`config.mk`:
```
export PLATFORM = sky130hd
export DESIGN_NAME = cascade_irq_vector
export DESIGN_NICKNAME = d
export VERILOG_FILES = /design/src/rtl/cvic_pkg.sv /design/src/rtl/cvic_pick.sv /design/src/rtl/cvic_bank.sv /design/src/rtl/cascade_irq_vector.sv
export SDC_FILE = /design/constraint.sdc
export NUM_CORES = 1
export LEC_CHECK = 0
export ABC_AREA = 1
export ABC_CLOCK_PERIOD_IN_PS = 8750
export CAP_MARGIN = 20
export CELL_PAD_IN_SITES_DETAIL_PLACEMENT = 1
export CELL_PAD_IN_SITES_GLOBAL_PLACEMENT = 1
export CORE_MARGIN = 2
export CORE_UTILIZATION = 24
export CTS_CLUSTER_SIZE = 30
export DETAILED_ROUTE_END_ITERATION = 7
export PLACE_DENSITY_LB_ADDON = 0.1
export SYNTH_ARGS = -nofsm -noshare
export SYNTH_HDL_FRONTEND = slang
export SYNTH_SLANG_ARGS = --single-unit
```
`constraint.sdc`:
```
create_clock -name clk_i -period 8.75 [get_ports clk_i]
set_input_delay 1.75 -clock clk_i [delete_from_list [all_inputs] [get_ports clk_i]]
set_output_delay 1.75 -clock clk_i [all_outputs]
set_load 0.01 [all_outputs]
```
`src/rtl/cvic_pkg.sv`:
```
package cvic_pkg;
  localparam int unsigned LINES    = 32;
  localparam int unsigned SRC_W    = 5;
  localparam int unsigned NUM_BANK = 2;
  localparam int unsigned VEC_W    = 11;
  localparam int unsigned SLOT_EN_BIT = 7;
  localparam logic [VEC_W-1:0] CODE_U0 = 11'h200;
  localparam logic [VEC_W-1:0] CODE_U1 = 11'h400;

  typedef struct packed {
    logic             en;
    logic [SRC_W-1:0] src;
  } slot_cfg_t;

  function automatic logic [VEC_W-1:0] vec_code(input logic [SRC_W:0] id);
    return {3'b001, 2'b00, id};
  endfunction
endpackage

```
`src/rtl/cvic_pick.sv`:
```
module cvic_pick #(
  parameter int unsigned N     = 16,
  parameter int unsigned IDX_W = (N > 1) ? $clog2(N) : 1
) (
  input  logic [N-1:0]     hit_i,
  output logic             any_o,
  output logic [IDX_W-1:0] idx_o
);
  // lowest index wins
  always_comb begin
    any_o = 1'b0;
    idx_o = '0;
    for (int i = N - 1; i >= 0; i--) begin
      if (hit_i[i]) begin
        any_o = 1'b1;
        idx_o = IDX_W'(i);
      end
    end
  end
endmodule

```
`src/rtl/cvic_bank.sv`:
```
module cvic_bank
  import cvic_pkg::*;
#(
  parameter int unsigned NUM_SLOTS = 16,
  localparam int unsigned IDX_W = (NUM_SLOTS > 1) ? $clog2(NUM_SLOTS) : 1
) (
  input  logic             clk_i,
  input  logic             rst_ni,
  input  logic [LINES-1:0] req_i,
  input  logic             we_i,
  input  logic [5:0]       addr_i,
  input  logic [31:0]      wdata_i,
  output logic [31:0]      rdata_o,
  output logic             vec_hit_o,
  output logic [SRC_W-1:0] vec_src_o,
  output logic             pend_o
);
  logic [LINES-1:0]     mask_q;
  slot_cfg_t            slot_q [NUM_SLOTS];
  logic [LINES-1:0]     masked;
  logic [NUM_SLOTS-1:0] hit;
  logic [IDX_W-1:0]     win_idx;

  assign masked = req_i & mask_q;
  assign pend_o = |masked;

  always_ff @(posedge clk_i or negedge rst_ni) begin
    if (!rst_ni) begin
      mask_q <= '0;
      for (int s = 0; s < NUM_SLOTS; s++) slot_q[s] <= '0;
    end else if (we_i) begin
      if (addr_i == 6'd0) mask_q <= wdata_i;
      for (int s = 0; s < NUM_SLOTS; s++) begin
        if (addr_i == 6'(32 + s))
          slot_q[s] <= '{en: wdata_i[SLOT_EN_BIT], src: wdata_i[SRC_W-1:0]};
      end
    end
  end

  for (genvar s = 0; s < NUM_SLOTS; s++) begin : g_hit
    assign hit[s] = slot_q[s].en & masked[slot_q[s].src];
  end

  cvic_pick #(.N(NUM_SLOTS), .IDX_W(IDX_W)) i_pick (
    .hit_i (hit),
    .any_o (vec_hit_o),
    .idx_o (win_idx)
  );

  assign vec_src_o = slot_q[win_idx].src;

  always_comb begin
    rdata_o = '0;
    case (addr_i)
      6'd0: rdata_o = mask_q;
      6'd1: rdata_o = req_i;
      6'd2: rdata_o = masked;
      default: begin
        for (int s = 0; s < NUM_SLOTS; s++) begin
          if (addr_i == 6'(32 + s))
            rdata_o = 32'({slot_q[s].en, 2'b00, slot_q[s].src});
        end
      end
    endcase
  end
endmodule

```
`src/rtl/cascade_irq_vector.sv`:
```
module cascade_irq_vector
  import cvic_pkg::*;
#(
  parameter int unsigned NUM_SLOTS = 16
) (
  input  logic                      clk_i,
  input  logic                      rst_ni,
  input  logic [NUM_BANK*LINES-1:0] req_i,
  input  logic [7:0]                addr_i,
  input  logic                      we_i,
  input  logic [31:0]               wdata_i,
  output logic [31:0]               rdata_o,
  output logic [VEC_W-1:0]          vect_o,
  output logic                      irq_o
);
  logic [NUM_BANK-1:0] pend;
  logic [NUM_BANK-1:0] hit;
  logic [SRC_W-1:0]    src  [NUM_BANK];
  logic [31:0]         bank_rd [NUM_BANK];
  logic [VEC_W-1:0]    vect_d;

  for (genvar c = 0; c < NUM_BANK; c++) begin : g_bank
    cvic_bank #(.NUM_SLOTS(NUM_SLOTS)) i_bank (
      .clk_i     (clk_i),
      .rst_ni    (rst_ni),
      .req_i     (req_i[c*LINES +: LINES]),
      .we_i      (we_i && !addr_i[7] && (addr_i[6] == 1'(c))),
      .addr_i    (addr_i[5:0]),
      .wdata_i   (wdata_i),
      .rdata_o   (bank_rd[c]),
      .vec_hit_o (hit[c]),
      .vec_src_o (src[c]),
      .pend_o    (pend[c])
    );
  end

  // global order: vec bank0, vec bank1, unvec bank0, unvec bank1
  always_comb begin
    if (hit[0])       vect_d = vec_code({1'b0, src[0]});
    else if (hit[1])  vect_d = vec_code({1'b1, src[1]});
    else if (pend[0]) vect_d = CODE_U0;
    else if (pend[1]) vect_d = CODE_U1;
    else              vect_d = '0;
  end

  always_ff @(posedge clk_i or negedge rst_ni) begin
    if (!rst_ni) begin
      vect_o <= '0;
      irq_o  <= 1'b0;
    end else begin
      vect_o <= vect_d;
      irq_o  <= |pend;
    end
  end

  always_comb begin
    if (addr_i[7]) rdata_o = (addr_i[6:0] == 7'd0) ? 32'(vect_o) : '0;
    else           rdata_o = bank_rd[addr_i[6]];
  end
endmodule

```
==> impl_table.tex <==
\begin{tabular}{lr}
\hline
Metric & Value \\
\hline
\multicolumn{2}{l}{\textbf{Global route}} \\
Maximum number of pins on one net before global-route repair & 102 \\
Wire length of the first global-routing pass & 224000 µm \\
Initial antenna violation count & 9 \\
Global route total overflow & 0 \\
Vias in the first global route & slightly below 30000 \\
GRT Util Overall & 0.296 \\
\multicolumn{2}{l}{\textbf{CTS}} \\
Total setup buffers inserted after CTS & 0 \\
H-tree Lvls & 2 \\
\# resized after CTS & 0 \\
Latest clock arrival within the worst-skew pair & 0.62 ns \\
Number of buffers created by CTS & 39 \\
Clock Sink Count & 266 \\
TritonCTS clock tree & done \\
Root buffer selected by CTS & sky130\_fd\_sc\_hd\_\_clkbuf\_16 \\
Cts hold-fix bufs & 0 \\
Buffers from clock root to sink, at most & 3 \\
Clock-pin slew on the worst setup and hold paths & 0.05 ns \\
\multicolumn{2}{l}{\textbf{Setup path}} \\
Critical Path Slowest Stage Cell & sky130\_fd\_sc\_hd\_\_clkdlybuf4s50\_1 \\
Critical path arrival & 5.96 ns \\
Worst path max stage delay & 0.57 ns \\
Nature of the critical path startpoint & primary input \\
Kind of end point of the critical path & output pin \\
Cell chain of the critical path & clkdlybuf4s50\_1 > inv\_1 > nand2\_1 > nor2\_1 > nand2\_1 > clkinv\_1 > a221oi\_1 > o21ai\_0 > nor3\_1 > nand4\_1 > o21ai\_0 > nand4\_1 > nor3\_1 > o21ai\_0 > o311ai\_0 > nand2\_1 > clkdlybuf4s50\_1 \\
Register-to-Register Setup Slack & 3.51 ns \\
CP Capture Point & rdata\_o[3] \\
Maximum fanout along the worst path & 10 \\
Crit path launch & addr\_i[0] \\
Reg-to-Reg End & vect\_o[1]\$\_DFF\_PN0\_ \\
CP Class & primary input to output pin \\
Worst reg2reg path depth & 31 \\
Required time at the worst-slack endpoint & 7.00 ns \\
Crit Reg-Reg Startpoint & g\_bank[1].i\_bank.mask\_q[16]\$\_DFFE\_PN0P\_ \\
\multicolumn{2}{l}{\textbf{Placement}} \\
Detailed Place HPWL & 112000 µm \\
Worst setup slack before clock tree synthesis & approximately 1.1 ns \\
Number of port buffers & around 150 \\
Weighted congestion at the end of routability-driven global placement & 0.900 \\
Dpl cell area & 0.0267 mm² \\
\multicolumn{2}{l}{\textbf{Job}} \\
Max cap viols & 0 \\
\multicolumn{2}{l}{\textbf{Timing}} \\
Max Clk Rate & 130 MHz \\
Final Hold Fails & 0 \\
Unrepaired setup endpoints after global routing & no \\
Transition at the pin with the smallest max-transition slack & 1.19 ns \\
Count of final max-slew check failures & 0 \\
Post-route setup slack & approximately 1.0 ns \\
Final total negative setup slack & 0 ns \\
Slew margin rel. & 0.208 \\
Final Cycle Share & 0.882 \\
Count of endpoints failing setup in the final report & 0 \\
Time the final worst path needs with I/O delays and setup & about 7.7 ns \\
Setup skew after layout & 0.0232 ns \\
\multicolumn{2}{l}{\textbf{Route}} \\
Iter 0 DRT Violations & 2933 \\
Via count & 30300 \\
Number of optimization iterations in the first detailed-route pass & 5 \\
Routed WL & around 160000 µm \\
Antenna viol nets, final & 0 \\
Routed wirelength normalized by instance count & about 30 µm \\
Via-to-Cell Ratio & 5.65 \\
DRC violation count after routing & 0 \\
\multicolumn{2}{l}{\textbf{Yosys}} \\
Leading area contributor after synthesis & sky130\_fd\_sc\_hd\_\_dfrtp\_1 \\
Count of state elements after synthesis & between 200 and 300 \\
Number of unique standard cell types used by synthesis & 41 \\
Most instantiated library cell after synthesis & sky130\_fd\_sc\_hd\_\_nand2\_1 \\
Number of instances in the synthesized netlist & 4038 \\
Fraction of registers with async set/reset & 1.00 \\
Synth area leaders & sky130\_fd\_sc\_hd\_\_dfrtp\_1 27\%, sky130\_fd\_sc\_hd\_\_nand3\_1 14\%, sky130\_fd\_sc\_hd\_\_nand2\_1 14\% \\
Synthesized area divided by synthesized cell count & 6.06 µm² \\
Seq/Total Area, Yosys & 0.272 \\
Total standard cell area after synthesis & 0.0245 mm² \\
Most instantiated cells after synthesis & 913 x sky130\_fd\_sc\_hd\_\_nand2\_1, 688 x sky130\_fd\_sc\_hd\_\_nand3\_1, 684 x sky130\_fd\_sc\_hd\_\_o21ai\_0, 405 x sky130\_fd\_sc\_hd\_\_a21oi\_1, 266 x sky130\_fd\_sc\_hd\_\_dfrtp\_1 \\
Predominant post-synthesis flop cell & sky130\_fd\_sc\_hd\_\_dfrtp\_1 \\
Number of flops mapped to enable cells by yosys & 0 \\
Area share of the largest cell type after synthesis & 0.272 \\
Synth warn & 0 \\
\multicolumn{2}{l}{\textbf{Cells and area}} \\
Area Overhead vs Synth & 14.8\% \\
Area used by sequential logic in the layout & around 0.0067 mm² \\
Combined area of the multi-input logic cells & around 0.015 mm² \\
Number of nets in the layout & 4067 \\
Post-Layout Inst Area & between 0.02 and 0.03 mm² \\
Layout fillers & 12900 \\
Core Util, Final & 0.277 \\
Proportion of layout cells with a drive suffix above 1 & 0.0446 \\
\multicolumn{2}{l}{\textbf{Die}} \\
Num rows & 117 \\
Initial core utilization & 0.241 \\
Die boundary width & 323 µm \\
Core area & about 0.1 mm² \\
Overall die area & 0.104 mm² \\
Die height & $\sim$320 µm \\
Top-Level Pins & 151 \\
\multicolumn{2}{l}{\textbf{Run status}} \\
Result of the run & finished, final reports clean \\
\multicolumn{2}{l}{\textbf{Power}} \\
Leakage Power & 10.9 nW \\
Cell area power density & 148 mW/mm² \\
Worst IR Drop VDD & 121 µV \\
\multicolumn{2}{l}{\textbf{Hold path}} \\
Hold crit path type & register to register \\
\hline
\end{tabular}
## per-stage QoR
step | hold slack (ns) | cells | power (mW)
after floorplan | 0.453 | 4039 | 1.91
after global placement | 0.479 | 5286 | 2.36
after detailed placement | 0.483 | 5287 | 2.37
after CTS | 0.500 | 5359 | 4.17
after global routing | 0.529 | 5359 | 4.31
final | 0.498 | 5360 | 4.14
## cell usage in the layout (no fill, tap or decap), types with 5 or more instances in the layout
master / count
sky130_fd_sc_hd__o311ai_0: 7
sky130_fd_sc_hd__a21oi_1: 405
sky130_fd_sc_hd__buf_4: 77
sky130_fd_sc_hd__a211oi_1: 47
sky130_fd_sc_hd__clkbuf_1: 7
sky130_fd_sc_hd__clkbuf_16: 39
sky130_fd_sc_hd__nand2_1: 911
sky130_fd_sc_hd__o211ai_1: 116
sky130_fd_sc_hd__clkdlybuf4s50_1: 146
sky130_fd_sc_hd__a221oi_1: 17
sky130_fd_sc_hd__o21ai_0: 684
sky130_fd_sc_hd__nand3_1: 687
sky130_fd_sc_hd__o21ai_1: 20
sky130_fd_sc_hd__inv_2: 13
sky130_fd_sc_hd__nor3_1: 15
sky130_fd_sc_hd__o22ai_1: 13
sky130_fd_sc_hd__nand4_1: 30
sky130_fd_sc_hd__nand2_2: 9
sky130_fd_sc_hd__nor4_1: 6
sky130_fd_sc_hd__clkbuf_8: 5
sky130_fd_sc_hd__clkinv_1: 12
sky130_fd_sc_hd__nor2_1: 137
sky130_fd_sc_hd__clkinv_2: 5
sky130_fd_sc_hd__o221ai_1: 14
sky130_fd_sc_hd__clkinvlp_4: 5
sky130_fd_sc_hd__inv_1: 248
sky130_fd_sc_hd__dfrtp_1: 266
sky130_fd_sc_hd__bufinv_16: 6
## registers in the layout, summed over array words and instances, names as in the netlist
name	cells
g_bank.i_bank.mask_q	64
vect_o	9
irq_o	1
g_bank.i_bank.slot_q	192
## cells by family (layout without fill, tap and decap cells)
group	Yosys count	count (layout)	share of synthesized area
flip-flops	266	266	0.272
AND/OR/NAND/NOR	1804	1804	0.319
buffers and inverters	623	575	0.108
AO/OA/AOI/OAI	1344	1344	0.301
other	1	3	0.000153
## power by group
part / total, mW / internal [mW] / switching [mW]
clock network: 1.78 / 1.05 / 0.726
logic: 0.916 / 0.274 / 0.643
registers: 1.45 / 1.30 / 0.151
## worst max-delay path: cells and delay by family
kind                   cells  cell delay, ns
buffers and inverters      4            1.54
AO/OA/AOI/OAI              5            1.16
AND/OR/NAND/NOR            8            1.51
## per-layer routing
metal | routed length, µm | vias to the layer above | share of wire | global-route usage
met2 | 70600 | 1049 | 0.45 | 0.473
met4 | 5770 | 10 | 0.037 | 0.0994
met5 | 60 | - | 0.00038 | 0
li1 | - | 13900 | - | -
met3 | 9690 | 258 | 0.061 | 0.0438
met1 | 71700 | 15100 | 0.45 | 0.406
## layout make-up
class,instances,area share
Clock inverter,21,0.0111
Sequential cell,266,0.237
Antenna cell,1,0.0000891
Inverter,277,0.0374
Clock buffer,51,0.0381
Tap cell,1368,0.0610
Timing Repair Buffer,226,0.0743
Multi-Input combinational cell,3150,0.541
## how the worst min path moves through the flow
stage | startpoint | end | slack (ns) | cells after the start
6_report | g_bank[0].i_bank.slot_q[54]$_DFFE_PN0P_ | g_bank[0].i_bank.slot_q[54]$_DFFE_PN0P_ | 0.50 | 2
4_1_cts | g_bank[0].i_bank.slot_q[54]$_DFFE_PN0P_ | g_bank[0].i_bank.slot_q[54]$_DFFE_PN0P_ | 0.50 | 2
5_1_grt | g_bank[0].i_bank.slot_q[54]$_DFFE_PN0P_ | g_bank[0].i_bank.slot_q[54]$_DFFE_PN0P_ | 0.53 | 2
3_3_place_gp | g_bank[0].i_bank.slot_q[54]$_DFFE_PN0P_ | g_bank[0].i_bank.slot_q[54]$_DFFE_PN0P_ | 0.48 | 2
3_5_place_dp | g_bank[0].i_bank.slot_q[54]$_DFFE_PN0P_ | g_bank[0].i_bank.slot_q[54]$_DFFE_PN0P_ | 0.48 | 2
2_1_floorplan | g_bank[0].i_bank.slot_q[54]$_DFFE_PN0P_ | g_bank[0].i_bank.slot_q[54]$_DFFE_PN0P_ | 0.45 | 2
(Power assumes the default switching activity.)
